`config.mk`:
```
export PLATFORM = sky130hd
export DESIGN_NAME = sample_watch_fifo
export DESIGN_NICKNAME = d
export VERILOG_FILES = /design/src/rtl/obsf_pkg.sv /design/src/rtl/obsf_ptr_ctrl.sv /design/src/rtl/obsf_store.sv /design/src/rtl/obsf_ovf_flag.sv /design/src/rtl/obsf_thresh_evt.sv /design/src/rtl/sample_watch_fifo.sv
export SDC_FILE = /design/constraint.sdc
export NUM_CORES = 2
export LEC_CHECK = 0
export BUFFER_PORTS_ARGS = -buffer_cell sky130_fd_sc_hd__buf_2
export CORE_AREA = 2 2 423 425
export DETAILED_ROUTE_END_ITERATION = 6
export DIE_AREA = 0 0 425 427
export PLACE_DENSITY = 0.64
export SLEW_MARGIN = 40
export SYNTH_ARGS = -nofsm -noshare
export SYNTH_HDL_FRONTEND = slang
export SYNTH_SLANG_ARGS = --single-unit
```
`constraint.sdc`:
```
create_clock -name clk -period 3.28 [get_ports clk]
set_clock_uncertainty 0.1 [all_clocks]
set_input_delay 0.492 -clock clk [delete_from_list [all_inputs] [get_ports clk]]
set_output_delay 0.492 -clock clk [all_outputs]
set_load 0.005 [all_outputs]
```
`src/rtl/obsf_pkg.sv`:
```
`timescale 1ns/1ps
package obsf_pkg;
   // Operation applied to the buffer on one clock edge
   typedef enum logic [1:0] {
      OBSF_HOLD = 2'b00,
      OBSF_ADD  = 2'b01,
      OBSF_TAKE = 2'b10,
      OBSF_SWAP = 2'b11
   } obsf_op_e;

   function automatic obsf_op_e obsf_op(input logic add, input logic take);
      return obsf_op_e'({take, add});
   endfunction
endpackage

```
`src/rtl/obsf_ptr_ctrl.sv`:
```
`timescale 1ns/1ps
module obsf_ptr_ctrl
   import obsf_pkg::*;
#(
   parameter int DEPTH = 64,
   localparam int PTR_W = $clog2(DEPTH),
   localparam int CNT_W = $clog2(DEPTH + 1)
) (
   input  logic             clk,
   input  logic             rst_n,
   input  logic             push_vld,
   input  logic             pop_req,
   output logic             wr_en,
   output logic [PTR_W-1:0] wr_ptr,
   output logic [PTR_W-1:0] rd_ptr,
   output logic [CNT_W-1:0] count,
   output logic             empty,
   output logic             pop_ok,
   output logic             drop
);
   logic             full;
   logic [PTR_W-1:0] wr_nxt, rd_nxt;
   obsf_op_e         op;

   assign full   = (count == CNT_W'(DEPTH));
   assign empty  = (count == '0);
   assign pop_ok = pop_req && !empty;
   // a pop in the same cycle frees the slot the push needs
   assign wr_en  = push_vld && (!full || pop_ok);
   assign drop   = push_vld && full && !pop_ok;
   assign op     = obsf_op(wr_en, pop_ok);

   generate
      if ((DEPTH & (DEPTH - 1)) == 0) begin : g_wrap_pow2
         assign wr_nxt = wr_ptr + 1'b1;
         assign rd_nxt = rd_ptr + 1'b1;
      end else begin : g_wrap_mod
         assign wr_nxt = (wr_ptr == PTR_W'(DEPTH - 1)) ? '0 : wr_ptr + 1'b1;
         assign rd_nxt = (rd_ptr == PTR_W'(DEPTH - 1)) ? '0 : rd_ptr + 1'b1;
      end
   endgenerate

   always_ff @(posedge clk or negedge rst_n) begin
      if (!rst_n) begin
         wr_ptr <= '0;
         rd_ptr <= '0;
         count  <= '0;
      end else begin
         if (wr_en)  wr_ptr <= wr_nxt;
         if (pop_ok) rd_ptr <= rd_nxt;
         unique case (op)
            OBSF_ADD:  count <= count + 1'b1;
            OBSF_TAKE: count <= count - 1'b1;
            default:   count <= count;
         endcase
      end
   end

   AST_COUNT_BOUND: assert property (@(posedge clk) disable iff (!rst_n)
      count <= CNT_W'(DEPTH));
   AST_DROP_KEEPS_FULL: assert property (@(posedge clk) disable iff (!rst_n)
      drop |=> full);
   AST_SWAP_STAYS_FULL: assert property (@(posedge clk) disable iff (!rst_n)
      (push_vld && pop_req && full) |=> full);
   AST_EMPTY_POP_HOLDS: assert property (@(posedge clk) disable iff (!rst_n)
      (pop_req && empty && !push_vld) |=> empty);
endmodule

```
`src/rtl/obsf_store.sv`:
```
`timescale 1ns/1ps
module obsf_store #(
   parameter int DATA_W = 32,
   parameter int DEPTH  = 64,
   localparam int PTR_W = $clog2(DEPTH)
) (
   input  logic              clk,
   input  logic              wr_en,
   input  logic [PTR_W-1:0]  wr_ptr,
   input  logic [DATA_W-1:0] wr_data,
   input  logic [PTR_W-1:0]  rd_ptr,
   output logic [DATA_W-1:0] rd_word
);
   logic [DATA_W-1:0] mem [DEPTH];

   always_ff @(posedge clk) begin
      if (wr_en) mem[wr_ptr] <= wr_data;
   end

   assign rd_word = mem[rd_ptr];
endmodule

```
`src/rtl/obsf_ovf_flag.sv`:
```
`timescale 1ns/1ps
module obsf_ovf_flag (
   input  logic clk,
   input  logic rst_n,
   input  logic drop,
   input  logic clr_we,
   input  logic clr_bit,
   output logic ovf_q
);
   always_ff @(posedge clk or negedge rst_n) begin
      if (!rst_n)                 ovf_q <= 1'b0;
      else if (drop)              ovf_q <= 1'b1;
      else if (clr_we && !clr_bit) ovf_q <= 1'b0;
   end

   AST_DROP_SETS_FLAG: assert property (@(posedge clk) disable iff (!rst_n)
      drop |=> ovf_q);
   AST_FLAG_STICKY: assert property (@(posedge clk) disable iff (!rst_n)
      (ovf_q && !(clr_we && !clr_bit)) |=> ovf_q);
endmodule

```
`src/rtl/obsf_thresh_evt.sv`:
```
`timescale 1ns/1ps
module obsf_thresh_evt #(
   parameter int CNT_W = 7
) (
   input  logic             clk,
   input  logic             rst_n,
   input  logic [CNT_W-1:0] count,
   input  logic [CNT_W-1:0] thresh,
   output logic             evt
);
   logic at_level, above_q;

   assign at_level = (thresh != '0) && (count >= thresh);
   assign evt      = at_level && !above_q;

   always_ff @(posedge clk or negedge rst_n) begin
      if (!rst_n) above_q <= 1'b0;
      else        above_q <= at_level;
   end

   AST_EVT_ONE_CYCLE: assert property (@(posedge clk) disable iff (!rst_n)
      (evt && $stable(count) && $stable(thresh)) |=> !evt);
endmodule

```
`src/rtl/sample_watch_fifo.sv`:
```
`timescale 1ns/1ps
module sample_watch_fifo #(
   parameter int DATA_W = 32,
   parameter int DEPTH  = 64,
   localparam int PTR_W = $clog2(DEPTH),
   localparam int CNT_W = $clog2(DEPTH + 1)
) (
   input  logic              clk,
   input  logic              rst_n,
   input  logic              smp_vld,
   input  logic [DATA_W-1:0] smp_data,
   input  logic              rd_strobe,
   output logic [DATA_W-1:0] rd_data,
   output logic              rd_err,
   input  logic [CNT_W-1:0]  lvl_thresh,
   output logic [CNT_W-1:0]  lvl_depth,
   output logic              ovf_flag,
   input  logic              ovf_wr,
   input  logic              ovf_wdata,
   output logic              lvl_event
);
   generate
      if (DEPTH < 2) begin : g_bad_depth
         $error("sample_watch_fifo: DEPTH must be at least 2");
      end
      if (DATA_W < 1) begin : g_bad_width
         $error("sample_watch_fifo: DATA_W must be positive");
      end
   endgenerate

   logic             wr_en, empty, pop_ok, drop;
   logic [PTR_W-1:0] wr_ptr, rd_ptr;
   logic [DATA_W-1:0] head_word;

   obsf_ptr_ctrl #(.DEPTH(DEPTH)) u_ptr (
      .clk(clk), .rst_n(rst_n),
      .push_vld(smp_vld), .pop_req(rd_strobe),
      .wr_en(wr_en), .wr_ptr(wr_ptr), .rd_ptr(rd_ptr),
      .count(lvl_depth), .empty(empty), .pop_ok(pop_ok), .drop(drop)
   );

   obsf_store #(.DATA_W(DATA_W), .DEPTH(DEPTH)) u_store (
      .clk(clk), .wr_en(wr_en), .wr_ptr(wr_ptr), .wr_data(smp_data),
      .rd_ptr(rd_ptr), .rd_word(head_word)
   );

   obsf_ovf_flag u_ovf (
      .clk(clk), .rst_n(rst_n), .drop(drop),
      .clr_we(ovf_wr), .clr_bit(ovf_wdata), .ovf_q(ovf_flag)
   );

   obsf_thresh_evt #(.CNT_W(CNT_W)) u_evt (
      .clk(clk), .rst_n(rst_n), .count(lvl_depth),
      .thresh(lvl_thresh), .evt(lvl_event)
   );

   assign rd_data = pop_ok ? head_word : '0;
   assign rd_err  = rd_strobe && empty;

   AST_ERR_READS_ZERO: assert property (@(posedge clk) disable iff (!rst_n)
      rd_err |-> (rd_data == '0));
   AST_EMPTY_SWAP_STORES: assert property (@(posedge clk) disable iff (!rst_n)
      (rd_err && smp_vld) |=> (lvl_depth == CNT_W'(1)));
   AST_RESET_EMPTY: assert property (@(posedge clk) disable iff (!rst_n)
      $rose(rst_n) |-> (lvl_depth == '0 && !ovf_flag));
endmodule

```
==> impl_metrics.env <==
export IMPL_status="finished, violations left"
export IMPL_violations="negative setup slack"
export IMPL_synth_edf_count=2048
export IMPL_total_power_w=0.08077
export IMPL_rsz0062_at_grt="true"
export IMPL_root_buffer="clkbuf_16"
export IMPL_grt_max_degree=65
export IMPL_hold_path_class="input port to flop"
export IMPL_cts_sinks=2069
export IMPL_synth_top_area_cell="edfxtp_1"
export IMPL_wl_um=228200
export IMPL_drtPass1Iterations=5
export IMPL_ant_nets=0
export IMPL_nets=4198
export IMPL_grt_overflow=0
export IMPL_setup_viol=32
export IMPL_slew_viol_final=0
export IMPL_ioPinCount=87
export IMPL_final_hold_viol_count=0
export IMPL_setup_worst_path_class="flop to output port"
export IMPL_yosysSeqAreaShare_pct=78.21
export IMPL_die_x_um=425
export IMPL_core_area_um2=177300
export IMPL_synthArstFlopShare_pct=1.015
export IMPL_syn_nets=3594
export IMPL_grt_pass1_vias=40410
export IMPL_htreeDepth=4
export IMPL_die_h_um=427
export IMPL_period_needed_ns=4.041
export IMPL_critPathArrivalTime_ns=3.45
export IMPL_track_usage_pct=24.80
export IMPL_synth_area_um2=79300
export IMPL_synth_top_area_share_pct=77.55
export IMPL_synth_warnings=0
export IMPL_drc=0
export IMPL_synth_seq_cells=2069
export IMPL_clock_path_buffers=3
export IMPL_fill_cells=13170
export IMPL_grt_pass1_wl_um=312700
export IMPL_powerDensity_nw_per_um2=834.3
export IMPL_drt_initial_drc_count=5677
export IMPL_syn_to_final_growth_pct=22.07
export IMPL_leakage_nw=30.90
export IMPL_setup_slack_ns=-0.7605
export IMPL_via_per_inst=6.230
export IMPL_avgSynthCellArea_um2=22.41
export IMPL_place_gp_congestion=0.8386
export IMPL_cts_tree="built"
export IMPL_worstMarginPinSlew_ns=0.8548
export IMPL_vdd_ir_drop_max_mv=0.6330
export IMPL_clk_latency_ns=0.86
export IMPL_critical_path_max_fanout=8
export IMPL_synthTopCellsByArea="edfxtp_1 (78%), mux4_2 (13%), mux2i_1 (1.3%)"
export IMPL_place_hpwl_um=130200
export IMPL_fin_crit_sh_pct=123.2
export IMPL_numCtsBuffers=204
export IMPL_drive_above_1_share_pct=38.17
export IMPL_max_freq_mhz=247.5
export IMPL_synth_most_common_cell="edfxtp_1"
export IMPL_antenna_found_initial=3
export IMPL_synthFlopType="edfxtp_1"
export IMPL_wire_per_inst_um=34.20
export IMPL_crit_required_ns=2.69
export IMPL_vias=41560
export IMPL_utilization_pct=54.61
export IMPL_drv_cap=0
export IMPL_start_kind="flop"
export IMPL_row_count=155
export IMPL_port_buffers=86
export IMPL_synth_cells=3539
export IMPL_start_util_pct=44.74
export IMPL_synth_distinct_cells=69
export IMPL_dieArea_um2=181500
export IMPL_synthTopCellsByCount="edfxtp_1 (2048), mux4_2 (463), nor2_1 (112)"
export IMPL_end_kind="output port"
export IMPL_clkSlewWorstSetupHoldPaths_ns=0.06
export IMPL_slew_headroom_pct=43.01
export IMPL_post_place_ws_ns=-0.3573
[critical path, cell delays in order (launching register included)]
cell	delay (ns)
dfrtp_4	0.52
buf_12	0.17
buf_8	0.14
buf_16	0.14
buf_12	0.15
buf_4	0.13
mux4_2	0.46
a2111oi_4	0.37
or4_1	0.19
o21ai_2	0.06
buf_4	0.15
buf_6	0.11
[kinds of logic after synthesis]
logic type,after synthesis,synth area share [%]
buffers and inverters,205,1.608
adder cells (fa/ha/maj),10,0.1578
multiplexers,587,14.80
AND/OR/NAND/NOR,318,2.019
flip-flops,2069,78.21
XOR/XNOR,16,0.1767
AO/OA/AOI/OAI,334,3.021
[final cells by class]
| class | instances | area, µm² | area share [%] |
|---|---|---|---|
| timing repair buffer | 594 | 7455 | 7.701 |
| clock inverter | 98 | 947.2 | 0.9784 |
| antenna | 1 | 2.502 | 0.002585 |
| inverter | 9 | 33.78 | 0.03490 |
| sequential | 2069 | 62040 | 64.09 |
| tap | 2355 | 2947 | 3.044 |
| clock buffer | 280 | 5533 | 5.715 |
| multi-input combinational | 1265 | 17850 | 18.44 |
[path summary, 6_finish.rpt]
check | from | endpoint | slack [ns] | cells past startpoint
worst min-delay path | smp_vld | u_ptr.count[0] | 0.06 | 4
min in group asynchronous | rst_n | u_evt.above_q | 0.18 | 2
worst max register to register | u_ptr.count[4] | u_store.mem[58][8] | 0.12 | 7
worst max-delay path | u_ptr.rd_ptr[0] | rd_data[25] | -0.76 | 11
max in group asynchronous | rst_n | u_ptr.rd_ptr[1] | 2.25 | 2
worst min register to register | u_ptr.wr_ptr[2] | u_ptr.wr_ptr[2] | 0.40 | 1
[flip-flops by register name, indices dropped and copies added (netlist names)]
| register | flops |
|---|---|
| u_evt.above_q | 1 |
| u_ptr.wr_ptr | 6 |
| u_ptr.count | 7 |
| u_ovf.ovf_q | 1 |
| u_store.mem | 2048 |
| u_ptr.rd_ptr | 6 |
[repair_timing]
action / in CTS / in global routing
cloned: 13 / 9
setup endpoints to repair: 33 / 33
pin swaps: 53 / 86
resized for setup: 230 / 190
buffers inserted: 42 / 63
hold endpoints to repair: 45 / 0
hold buffers: 8 / 0
[power by group]
part           total, W  internal [W]  switching [W]
clock            0.0227        0.0127        0.00994
sequential       0.0306        0.0301       0.000449
combinational    0.0275        0.0135         0.0141
[layout by cell type (no fill, tap or decap), types with 42 or more instances in the layout]
master	synthesis	routed
nor2_1	112	42
clkbuf_1	61	64
buf_4	36	268
a22oi_1	80	45
o22ai_1	95	74
buf_6	26	52
clkbuf_16	0	215
buf_12	1	167
buf_2	54	49
nand2_1	64	49
mux4_2	463	464
edfxtp_1	2048	2048
nor2_4	0	65
mux2i_1	103	96
[metal layers]
metal / track usage (%) / part of all wire [%]
met1: 35.09 / 39
met2: 39.66 / 48
met3: 3.994 / 9.0
met4: 8.121 / 3.3
met5: 0 / 0.0057
[per-stage QoR]
| step | hold slack, ns | setup TNS [ns] | cells | instance area [µm²] |
|---|---|---|---|---|
| floorplan | 0.09641 | -8.427 | 3539 | 79300 |
| global placement | 0.3885 | -0.9777 | 6165 | 86760 |
| detailed placement | 0.3890 | -0.6735 | 6167 | 86870 |
| CTS | 0.007307 | -22.27 | 6605 | 95200 |
| global route | 0.05724 | -23.10 | 6671 | 96800 |
| finish | 0.06431 | -20.92 | 6671 | 96800 |
Note: power is estimated with default switching activity, not from simulation.
